===== config.mk =====
export PLATFORM = sky130hd
export DESIGN_NAME = sponge_cmd_seq
export DESIGN_NICKNAME = d
export VERILOG_FILES = /design/src/rtl/sponge_seq_pkg.sv /design/src/rtl/seq_cfg_guard.sv /design/src/rtl/seq_phase_fsm.sv /design/src/rtl/seq_err_track.sv /design/src/rtl/sponge_cmd_seq.sv
export SDC_FILE = /design/constraint.sdc
export NUM_CORES = 1
export LEC_CHECK = 0
export BUFFER_PORTS_ARGS = -buffer_cell sky130_fd_sc_hd__buf_2
export CAP_MARGIN = 0
export CORE_UTILIZATION = 29
export DETAILED_ROUTE_END_ITERATION = 12
export SLEW_MARGIN = 20
export SYNTH_ARGS = -nofsm -noshare
export SYNTH_HDL_FRONTEND = slang
export SYNTH_HIERARCHICAL = 1
export SYNTH_SLANG_ARGS = --single-unit

===== constraint.sdc =====
create_clock -name clk -period 1.8 [get_ports clk]
set_input_delay 0.27 -clock clk [delete_from_list [all_inputs] [get_ports clk]]
set_output_delay 0.27 -clock clk [all_outputs]
set_load 0.01 [all_outputs]

===== src/rtl/sponge_seq_pkg.sv =====
// Shared types and constants for the sponge command sequencer.
// Assumes: command bits and config layout are fixed by the register map.
package sponge_seq_pkg;
    localparam int CMD_W  = 4;
    localparam int CFG_W  = 6;
    localparam int STR_W  = 3;
    localparam int KIND_W = 2;
    localparam int STAT_W = 3;

    localparam int CMD_START = 0;
    localparam int CMD_PROC  = 1;
    localparam int CMD_RUN   = 2;
    localparam int CMD_DONE  = 3;

    localparam int ERR_BAD_CFG  = 1;
    localparam int ERR_KEY_BUSY = 2;

    typedef enum logic [1:0] {
        MODE_SHA3  = 2'd0,
        MODE_RSVD  = 2'd1,
        MODE_SHAKE = 2'd2,
        MODE_CSHK  = 2'd3
    } mode_e;

    typedef struct packed {
        logic             keyed;
        mode_e            mode;
        logic [STR_W-1:0] strength;
    } cfg_t;

    typedef enum logic [2:0] {
        PH_IDLE, PH_PRE, PH_KEY, PH_ABS, PH_DRAIN, PH_FINAL, PH_SQZ, PH_RUN
    } phase_e;

    typedef enum logic [KIND_W-1:0] {
        PK_PREFIX = 2'd0,
        PK_KEY    = 2'd1,
        PK_FINAL  = 2'd2,
        PK_RUN    = 2'd3
    } pkind_e;
endpackage


===== src/rtl/seq_cfg_guard.sv =====
// Holds the engine configuration word, locks it outside idle and judges
// whether the strength/mode pair is legal.
// Assumes: idle comes from the phase machine's registered state.
module seq_cfg_guard
    import sponge_seq_pkg::*;
(
    input  logic             clk,
    input  logic             rst_n,
    input  logic             idle,
    input  logic             cfg_we,
    input  logic [CFG_W-1:0] cfg_wdata,
    output cfg_t             cfg_q,
    output logic             cfg_wen,
    output logic             cfg_legal
);
    localparam logic [STR_W-1:0] STR_MAX = 3'd4;

    assign cfg_wen = idle;

    // Store a config write only while unlocked.
    always_ff @(posedge clk) begin
        if (!rst_n)
            cfg_q <= '0;
        else if (cfg_we && cfg_wen)
            cfg_q <= cfg_t'(cfg_wdata);
    end

    // Legality of the current strength/mode pair.
    always_comb begin
        case (cfg_q.mode)
            MODE_SHA3:             cfg_legal = (cfg_q.strength <= STR_MAX);
            MODE_SHAKE, MODE_CSHK: cfg_legal = (cfg_q.strength == 3'd0) ||
                                               (cfg_q.strength == 3'd2);
            default:               cfg_legal = 1'b0;
        endcase
    end


    locked_write_chk: assert property (@(posedge clk) disable iff (!rst_n)
        (cfg_we && !cfg_wen) |=> $stable(cfg_q));
endmodule


===== src/rtl/seq_phase_fsm.sv =====
// Phase machine: steps idle -> (prefix) -> (key) -> absorb -> drain ->
// final -> squeeze, with optional run permutations, and back to idle.
// Assumes: perm_done pulses only while perm_req is high.
module seq_phase_fsm
    import sponge_seq_pkg::*;
(
    input  logic              clk,
    input  logic              rst_n,
    input  logic [CMD_W-1:0]  cmd,
    input  logic              cfg_legal,
    input  logic              use_prefix,
    input  logic              use_key,
    input  logic              msg_drained,
    input  logic              perm_done,
    output logic              perm_req,
    output logic [KIND_W-1:0] perm_kind,
    output logic [STAT_W-1:0] status,
    output logic              irq_done,
    output logic              start_seen,
    output logic              bad_start
);
    phase_e ph_q, ph_d;

    assign start_seen = (ph_q == PH_IDLE) && cmd[CMD_START];
    assign bad_start  = start_seen && !cfg_legal;

    // Next-phase selection from commands and handshakes.
    always_comb begin
        ph_d = ph_q;
        case (ph_q)
            PH_IDLE:  if (start_seen && cfg_legal)
                          ph_d = use_prefix ? PH_PRE : (use_key ? PH_KEY : PH_ABS);
            PH_PRE:   if (perm_done) ph_d = use_key ? PH_KEY : PH_ABS;
            PH_KEY:   if (perm_done) ph_d = PH_ABS;
            PH_ABS:   if (cmd[CMD_PROC]) ph_d = PH_DRAIN;
            PH_DRAIN: if (msg_drained) ph_d = PH_FINAL;
            PH_FINAL: if (perm_done) ph_d = PH_SQZ;
            PH_SQZ:   if (cmd[CMD_DONE]) ph_d = PH_IDLE;
                      else if (cmd[CMD_RUN]) ph_d = PH_RUN;
            PH_RUN:   if (perm_done) ph_d = PH_SQZ;
            default:  ph_d = PH_IDLE;
        endcase
    end

    // Phase register and completion pulse.
    always_ff @(posedge clk) begin
        if (!rst_n) begin
            ph_q     <= PH_IDLE;
            irq_done <= 1'b0;
        end else begin
            ph_q     <= ph_d;
            irq_done <= perm_done && (ph_q == PH_FINAL || ph_q == PH_RUN);
        end
    end

    // Permutation request and kind decoded from the phase.
    always_comb begin
        perm_req  = 1'b1;
        perm_kind = PK_PREFIX;
        case (ph_q)
            PH_PRE:   perm_kind = PK_PREFIX;
            PH_KEY:   perm_kind = PK_KEY;
            PH_FINAL: perm_kind = PK_FINAL;
            PH_RUN:   perm_kind = PK_RUN;
            default:  perm_req  = 1'b0;
        endcase
    end

    // Status flags grouped by phase.
    always_comb begin
        status    = '0;
        status[0] = (ph_q == PH_IDLE);
        status[1] = (ph_q == PH_PRE) || (ph_q == PH_KEY) || (ph_q == PH_ABS) ||
                    (ph_q == PH_DRAIN) || (ph_q == PH_FINAL);
        status[2] = (ph_q == PH_SQZ) || (ph_q == PH_RUN);
    end


    status_onehot_chk: assert property (@(posedge clk) disable iff (!rst_n)
        $countones(status) == 1);

    perm_hold_chk: assert property (@(posedge clk) disable iff (!rst_n)
        (perm_req && !perm_done) |=> (perm_req && $stable(perm_kind)));

    bad_start_chk: assert property (@(posedge clk) disable iff (!rst_n)
        bad_start |=> status[0]);

    done_in_sqz_chk: assert property (@(posedge clk) disable iff (!rst_n)
        irq_done |-> status[2]);
endmodule


===== src/rtl/seq_err_track.sv =====
// Error pulse and first-cause error code; cleared by a start in idle.
// Assumes: start_seen and key_busy are never high in the same cycle.
module seq_err_track
    import sponge_seq_pkg::*;
#(
    parameter int ERR_W = 32
) (
    input  logic             clk,
    input  logic             rst_n,
    input  logic             start_seen,
    input  logic             bad_start,
    input  logic             key_busy,
    output logic             irq_err,
    output logic [ERR_W-1:0] err_code
);
    localparam logic [ERR_W-1:0] CODE_CFG = ERR_W'(ERR_BAD_CFG);
    localparam logic [ERR_W-1:0] CODE_KEY = ERR_W'(ERR_KEY_BUSY);

    // Capture the first cause and raise a one-cycle pulse.
    always_ff @(posedge clk) begin
        if (!rst_n) begin
            err_code <= '0;
            irq_err  <= 1'b0;
        end else begin
            irq_err <= bad_start || key_busy;
            if (start_seen)
                err_code <= bad_start ? CODE_CFG : '0;
            else if (key_busy && err_code == '0)
                err_code <= CODE_KEY;
        end
    end


    key_busy_err_chk: assert property (@(posedge clk) disable iff (!rst_n)
        key_busy |=> irq_err);

    first_cause_chk: assert property (@(posedge clk) disable iff (!rst_n)
        (err_code != '0 && !start_seen) |=> $stable(err_code));
endmodule


===== src/rtl/sponge_cmd_seq.sv =====
// Top of the sponge hash command sequencer: joins config guard, phase
// machine and error tracker, and gates key writes to idle.
// Assumes: the permutation core and message path sit outside this block.
module sponge_cmd_seq
    import sponge_seq_pkg::*;
#(
    parameter int ERR_W = 32
) (
    input  logic              clk,
    input  logic              rst_n,
    input  logic [CMD_W-1:0]  cmd,
    input  logic              cfg_we,
    input  logic [CFG_W-1:0]  cfg_wdata,
    input  logic              key_we,
    input  logic              msg_drained,
    input  logic              perm_done,
    output logic [CFG_W-1:0]  cfg_q,
    output logic              cfg_wen,
    output logic              key_accept,
    output logic              perm_req,
    output logic [KIND_W-1:0] perm_kind,
    output logic [STAT_W-1:0] status,
    output logic              irq_done,
    output logic              irq_err,
    output logic [ERR_W-1:0]  err_code
);
    cfg_t cfg_s;
    logic legal_s, start_s, bad_s, key_busy_s;

    assign cfg_q      = cfg_s;
    assign key_accept = key_we && status[0];
    assign key_busy_s = key_we && !status[0];

    seq_cfg_guard u_cfg (
        .clk(clk), .rst_n(rst_n), .idle(status[0]),
        .cfg_we(cfg_we), .cfg_wdata(cfg_wdata),
        .cfg_q(cfg_s), .cfg_wen(cfg_wen), .cfg_legal(legal_s)
    );

    seq_phase_fsm u_fsm (
        .clk(clk), .rst_n(rst_n), .cmd(cmd), .cfg_legal(legal_s),
        .use_prefix(cfg_s.mode == MODE_CSHK), .use_key(cfg_s.keyed),
        .msg_drained(msg_drained), .perm_done(perm_done),
        .perm_req(perm_req), .perm_kind(perm_kind), .status(status),
        .irq_done(irq_done), .start_seen(start_s), .bad_start(bad_s)
    );

    seq_err_track #(.ERR_W(ERR_W)) u_err (
        .clk(clk), .rst_n(rst_n), .start_seen(start_s), .bad_start(bad_s),
        .key_busy(key_busy_s), .irq_err(irq_err), .err_code(err_code)
    );


    key_gate_chk: assert property (@(posedge clk) disable iff (!rst_n)
        key_accept |-> status[0]);
endmodule


# Yosys cells after proc, flatten, opt, wreduce, memory -nomap -nowiden
# Index checks and enable logic that the tools add are counted.
[totals]
elab_cells = 69
in_bits = 16
register_bits = 43
output_inout_bits = 48
[classes]
reduce_logical = 27
order_cmp = 1
muxes = 17
n_eq_ne = 17
[ops]
columns = ["cell", "n"]
rows = [
  ["2-to-1 mux 32 bit", 2],
  ["logical NOT 32 bit", 1],
  ["2-to-1 mux 3 bit", 9],
  ["case mux 3 bit (7 select lines)", 1],
  ["equality test 3 bit, second input constant", 4],
  ["equality test 3 x 2 -> 1 bit, second input constant", 3],
  ["logical AND 1 bit", 8],
  ["logical OR 1 bit", 8],
  ["inequality test 2 bit, second input constant", 4],
  ["AND reduction 7 bit", 1],
  ["logical NOT 3 bit", 2],
  ["case mux 2 bit (3 select lines)", 1],
  ["equality test 2 bit, second input constant", 2],
  ["inequality test 2 x 1 -> 1 bit, second input constant", 2],
  ["OR reduction 2 bit", 2],
  ["OR reduction 4 bit", 1],
  ["equality test 3 x 1 -> 1 bit, second input constant", 1],
  ["<= comparator 3 bit, second input constant", 1],
  ["2-to-1 mux 1 bit", 3],
  ["inequality test 3 bit, second input constant", 1],
  ["logical NOT 1 bit", 2],
  ["logical NOT 2 bit", 1],
  ["case mux 1 bit (2 select lines)", 1],
  ["nonzero test 2 bit", 1],
]

# Depth between registers and ports, before layout
[logic_depth]
ltp_word = 7
mapped_depth = 6
depth_no_buf = 6

# By module
# The synthesis kept the hierarchy.
[by_module_without_submodules]
columns = ["mod", "n_inst", "seq_area_each_um2", "area_each_um2", "cells_per_inst"]
rows = [
  ["seq_phase_fsm", 1, 80.1, 400.4, 51],
  ["seq_err_track", 1, 60.1, 332.8, 40],
  ["seq_cfg_guard", 1, 120.1, 292.8, 31],
  ["sponge_cmd_seq", 1, 0.0, 22.5, 3],
]

# Worst setup path after synthesis
# OpenSTA, ideal clock, no wires.
[synth_timing]
kind = "reg2reg"
startpoint = "register u_fsm.ph_q[2]"
endpoint = "register u_err.err_code[1]"
setup_ps = 116
period_less_slack_ps = 1735
arrival_time_ps = 1619
required_ps = 1684
slack_ps = 65
path_stages_with_launch = 6
path_buffers = 1
path_cell_list = "dfxtp_1 -> buf_4 -> nor3_1 -> and2b_2 -> nor2b_1 -> o211a_1"
[synth_between]
elab_chain_cells = 5
word_cells_on_any_way = 7
cone_classes = "1 x mux; 6 x reduce/logical"
[synth_rtl]
columns = ["element", "line", "text"]
rows = [
  ["start: declaration", "seq_phase_fsm.sv:22", "phase_e ph_q, ph_d;"],
  ["start signal: assignment", "seq_phase_fsm.sv:51", "ph_q <= ph_d;"],
  ["logical NOT 3 bit", "seq_phase_fsm.sv:72", "status[0] = (ph_q == PH_IDLE);"],
  ["named net status[0]", "sponge_cmd_seq.sv:22", "output logic [STAT_W-1:0] status,"],
  ["logical NOT 1 bit", "sponge_cmd_seq.sv:32", "assign key_busy_s = key_we && !status[0];"],
  ["logical AND 1 bit", "sponge_cmd_seq.sv:32", ""],
  ["named net key_busy_s", "sponge_cmd_seq.sv:28", "logic legal_s, start_s, bad_s, key_busy_s;"],
  ["logical AND 1 bit", "seq_err_track.sv:28", "else if (key_busy && err_code == '0)"],
  ["nonzero test 2 bit (no line)", "-", ""],
  ["end signal: assignment", "seq_err_track.sv:27", "err_code <= bad_start ? CODE_CFG : '0;"],
  ["end: declaration", "seq_err_track.sv:14", "output logic [ERR_W-1:0] err_code"],
]
# The timed path passes the listed nets, and every way through them passes these cells.
# A chain may end at the register's enable or synchronous reset.

# Final worst setup path
[layout_timing]
startpoint = "register u_fsm.ph_q[0]"
endpoint = "output port perm_kind[0]"
[layout_between]
elab_chain_cells = 2
word_cells_on_any_way = 4
cone_classes = "3 x eq/ne; 1 x mux"
[layout_rtl]
columns = ["element", "line", "text"]
rows = [
  ["equality test 3 bit or equality test 3 x 2 -> 1 bit (tied branches)", "seq_phase_fsm.sv:60", "case (ph_q)"],
  ["case mux 2 bit (3 select lines) (*)", "seq_phase_fsm.sv:60", ""],
  ["end: declaration", "sponge_cmd_seq.sv:21", "output logic [KIND_W-1:0] perm_kind,"],
]
# Every way passes the cells marked *; elsewhere a longest branch is shown, timed or not.

==> results.ini <==
[power_and_ir_drop]
p_comb_frac=0.606
internal-power_mw=0.8374
leakage_nw=0.6241
p_total_mw=1.425
switching_power_mw=0.5871
power_frac_clock=0.123
peakVddDrop_uv=541.6
swShare=0.4121
power.density_nw_per_um2=1207
p_seq_frac=0.272

[setup_path]
cp_slowest_stage_delay_ps=320
crit_slowest_cell=dfxtp_1
cp-start-kind=flip-flop
end_kind=primary output
cp.required_ps=1530
path_cells=buf_4 > and2_1 > o21a_1 > buf_2
cp.arrival_ps=1260
crit_path_max_fanout=15
path_class=reg2out
rrSetupSlack_ps=410

[sta]
fin_crit_ps=1535
fin_skew_ps=3.777
rsz0062_at_grt=no
fin_tns_setup_ps=0
setup_viol=0
holdWs_ps=272.1
slew_viol_final=0
fin_crit_sh=0.8526
hold_viol=0
clock.fmax_mhz=651.6

[finish]
final_layout_size_suffix_gt1_frac=0.3000
diodes=0
syn_to_final_growth_pct=12.53
final_core_util=0.3481
fin_area_um2=1180
nNetsFinal=177

[grt]
grt_pass1_wl_mm=3.463
met3_usage=0.02574
grt.busiest_layer=met2
antenna_found_initial=0
first_global_vias=784
grt_usage=0.1103
grt_use_met1=0.1430
use_met2=0.1786
grt.overflow.total=0
grt_max_degree=17

[worst_hold_path]
hold_path_class=in2reg

[floorplanning]
fp.dieH_um=62.13
core_area_um2=3390
ios=64
die_area_um2=3860
fp.dieW_um=62.13
start_util=0.3093
rows=21

[clock_tree]
htreeDepth=1
postCtsHoldBufs=0
cts_root_buf=clkbuf_4
cts_buffer_depth=2
path_clk_slew_ps=70
numCtsBuffers=3
cts_tree=yes
cts_sinks=13
cts.repair.resized=0
post_cts_buffers=0
clk_latency_ps=270

[route]
first_pass_iters=4
finalWirelength_mm=2.100
drt_iter0_markers=14
drc=0
ant_nets=0
viasPerCell=4.228
wl_per_cell_um=10.19
vias=871

[placement]
numPortBuffers=33
dpl_cell_area_um2=1154
dp_hpwl_mm=1.643
gp_congestion=0.8732

[synth]
synth.avg_cell_area_um2=8.388
synth_commonest_cells=32 x buf_4, 13 x dfxtp_1, 9 x o21a_1
synth-edff-count=0
synth-seq-cells=13
synth_ff_type=dfxtp_1
seq_area_frac_synth=0.2482
synthCells=125
async_reset_ff_frac=0
yosys.area.top_type_share=0.2482
ys_types=41
synth_warnings=6
synthTopCellsByArea=dfxtp_1 25%, buf_4 23%, o21a_1 6.4%
syn_area_um2=1049
synth_largest_area_cell=dfxtp_1
synth_most_common_cell=buf_4

[flow_run]
maxCapViolCount=0

[outcome]
outcome=finished, final reports clean

==> critical path: cells and delay by family (launching register included) <==
family                 cells  cell delay, ps
AOI/OAI and AO/OA          1             180
and+or+nand+nor            1             180
buffers and inverters      2             320
DFF                        1             320
==> flip-flops by register name, indices dropped and copies added, names as in the netlist <==
name,flops
u_fsm/ph_q,3
u_cfg/cfg_q,6
u_err/irq_err,1
u_err/err_code,2
u_fsm/irq_done,1
==> power groups by stage <==
stage	logic [mW]	registers, mW	clock network, mW
2_1_floorplan	0.615	0.418	0
3_3_place_gp	0.857	0.394	0
3_5_place_dp	0.855	0.394	0
4_1_cts	0.858	0.388	0.184
5_1_grt	0.940	0.396	0.200
6_report	0.863	0.387	0.175
==> metal layers <==
layer	up-vias	share of wire	routed length (um)
li1	442	-	-
met1	390	0.47	986
met2	37	0.47	979
met3	2	0.061	128
met4	0	0.0024	5
met5	-	0	0
==> cells by family (layout without fill, tap and decap cells) <==
kind of cell / count (synthesis) / in the layout / share of synthesized area
mux: 2 / 2 / 0.02386
flops: 13 / 13 / 0.2482
xor+xnor: 1 / 1 / 0.008355
other cells: 1 / 30 / 0.003577
compound gates: 35 / 35 / 0.2506
simple gates: 34 / 34 / 0.1993
buf+inv: 39 / 45 / 0.2661
==> per-stage QoR <==
step,std cells,setup WS (ps)
after floorplan,154,64.59
after global placement,202,440.6
after detailed placement,202,421.1
after CTS,206,231.5
after global routing,206,171.9
final,206,265.2
==> placed cells by master, fill, tap and decap left out, drive strengths merged, types with 5 or more instances in the layout <==
cell type / Yosys / layout
buf: 37 / 39
conb: 1 / 30
dfxtp: 13 / 13
o21a: 9 / 9
and3: 7 / 7
nor2: 6 / 6
a21boi: 6 / 6
and2: 5 / 5
==> area by class of cell <==
type	count	area (um2)
Timing Repair Buffer	39	210.2
Inverter	2	7.507
Fill cell	396	2210
Tap cell	46	57.56
Sequential cell	13	260.3
Multi-Input combinational cell	102	618.1
Clock buffer	4	26.28
==> path summary, 6_finish.rpt <==
kind                                                      from  cells after the start                             end
worst max-delay path                u_fsm/ph_q[0]$_SDFFE_PN0P_                      4                    perm_kind[0]
worst min-delay path                                 perm_done                      2       u_fsm/irq_done$_SDFF_PN0_
worst max register to register     u_cfg/cfg_q[4]$_SDFFE_PN0P_                      6      u_fsm/ph_q[0]$_SDFFE_PN0P_
worst min register to register  u_err/err_code[1]$_SDFFE_PN0P_                      1  u_err/err_code[1]$_SDFFE_PN0P_
Note: power is estimated with default switching activity, not from simulation.
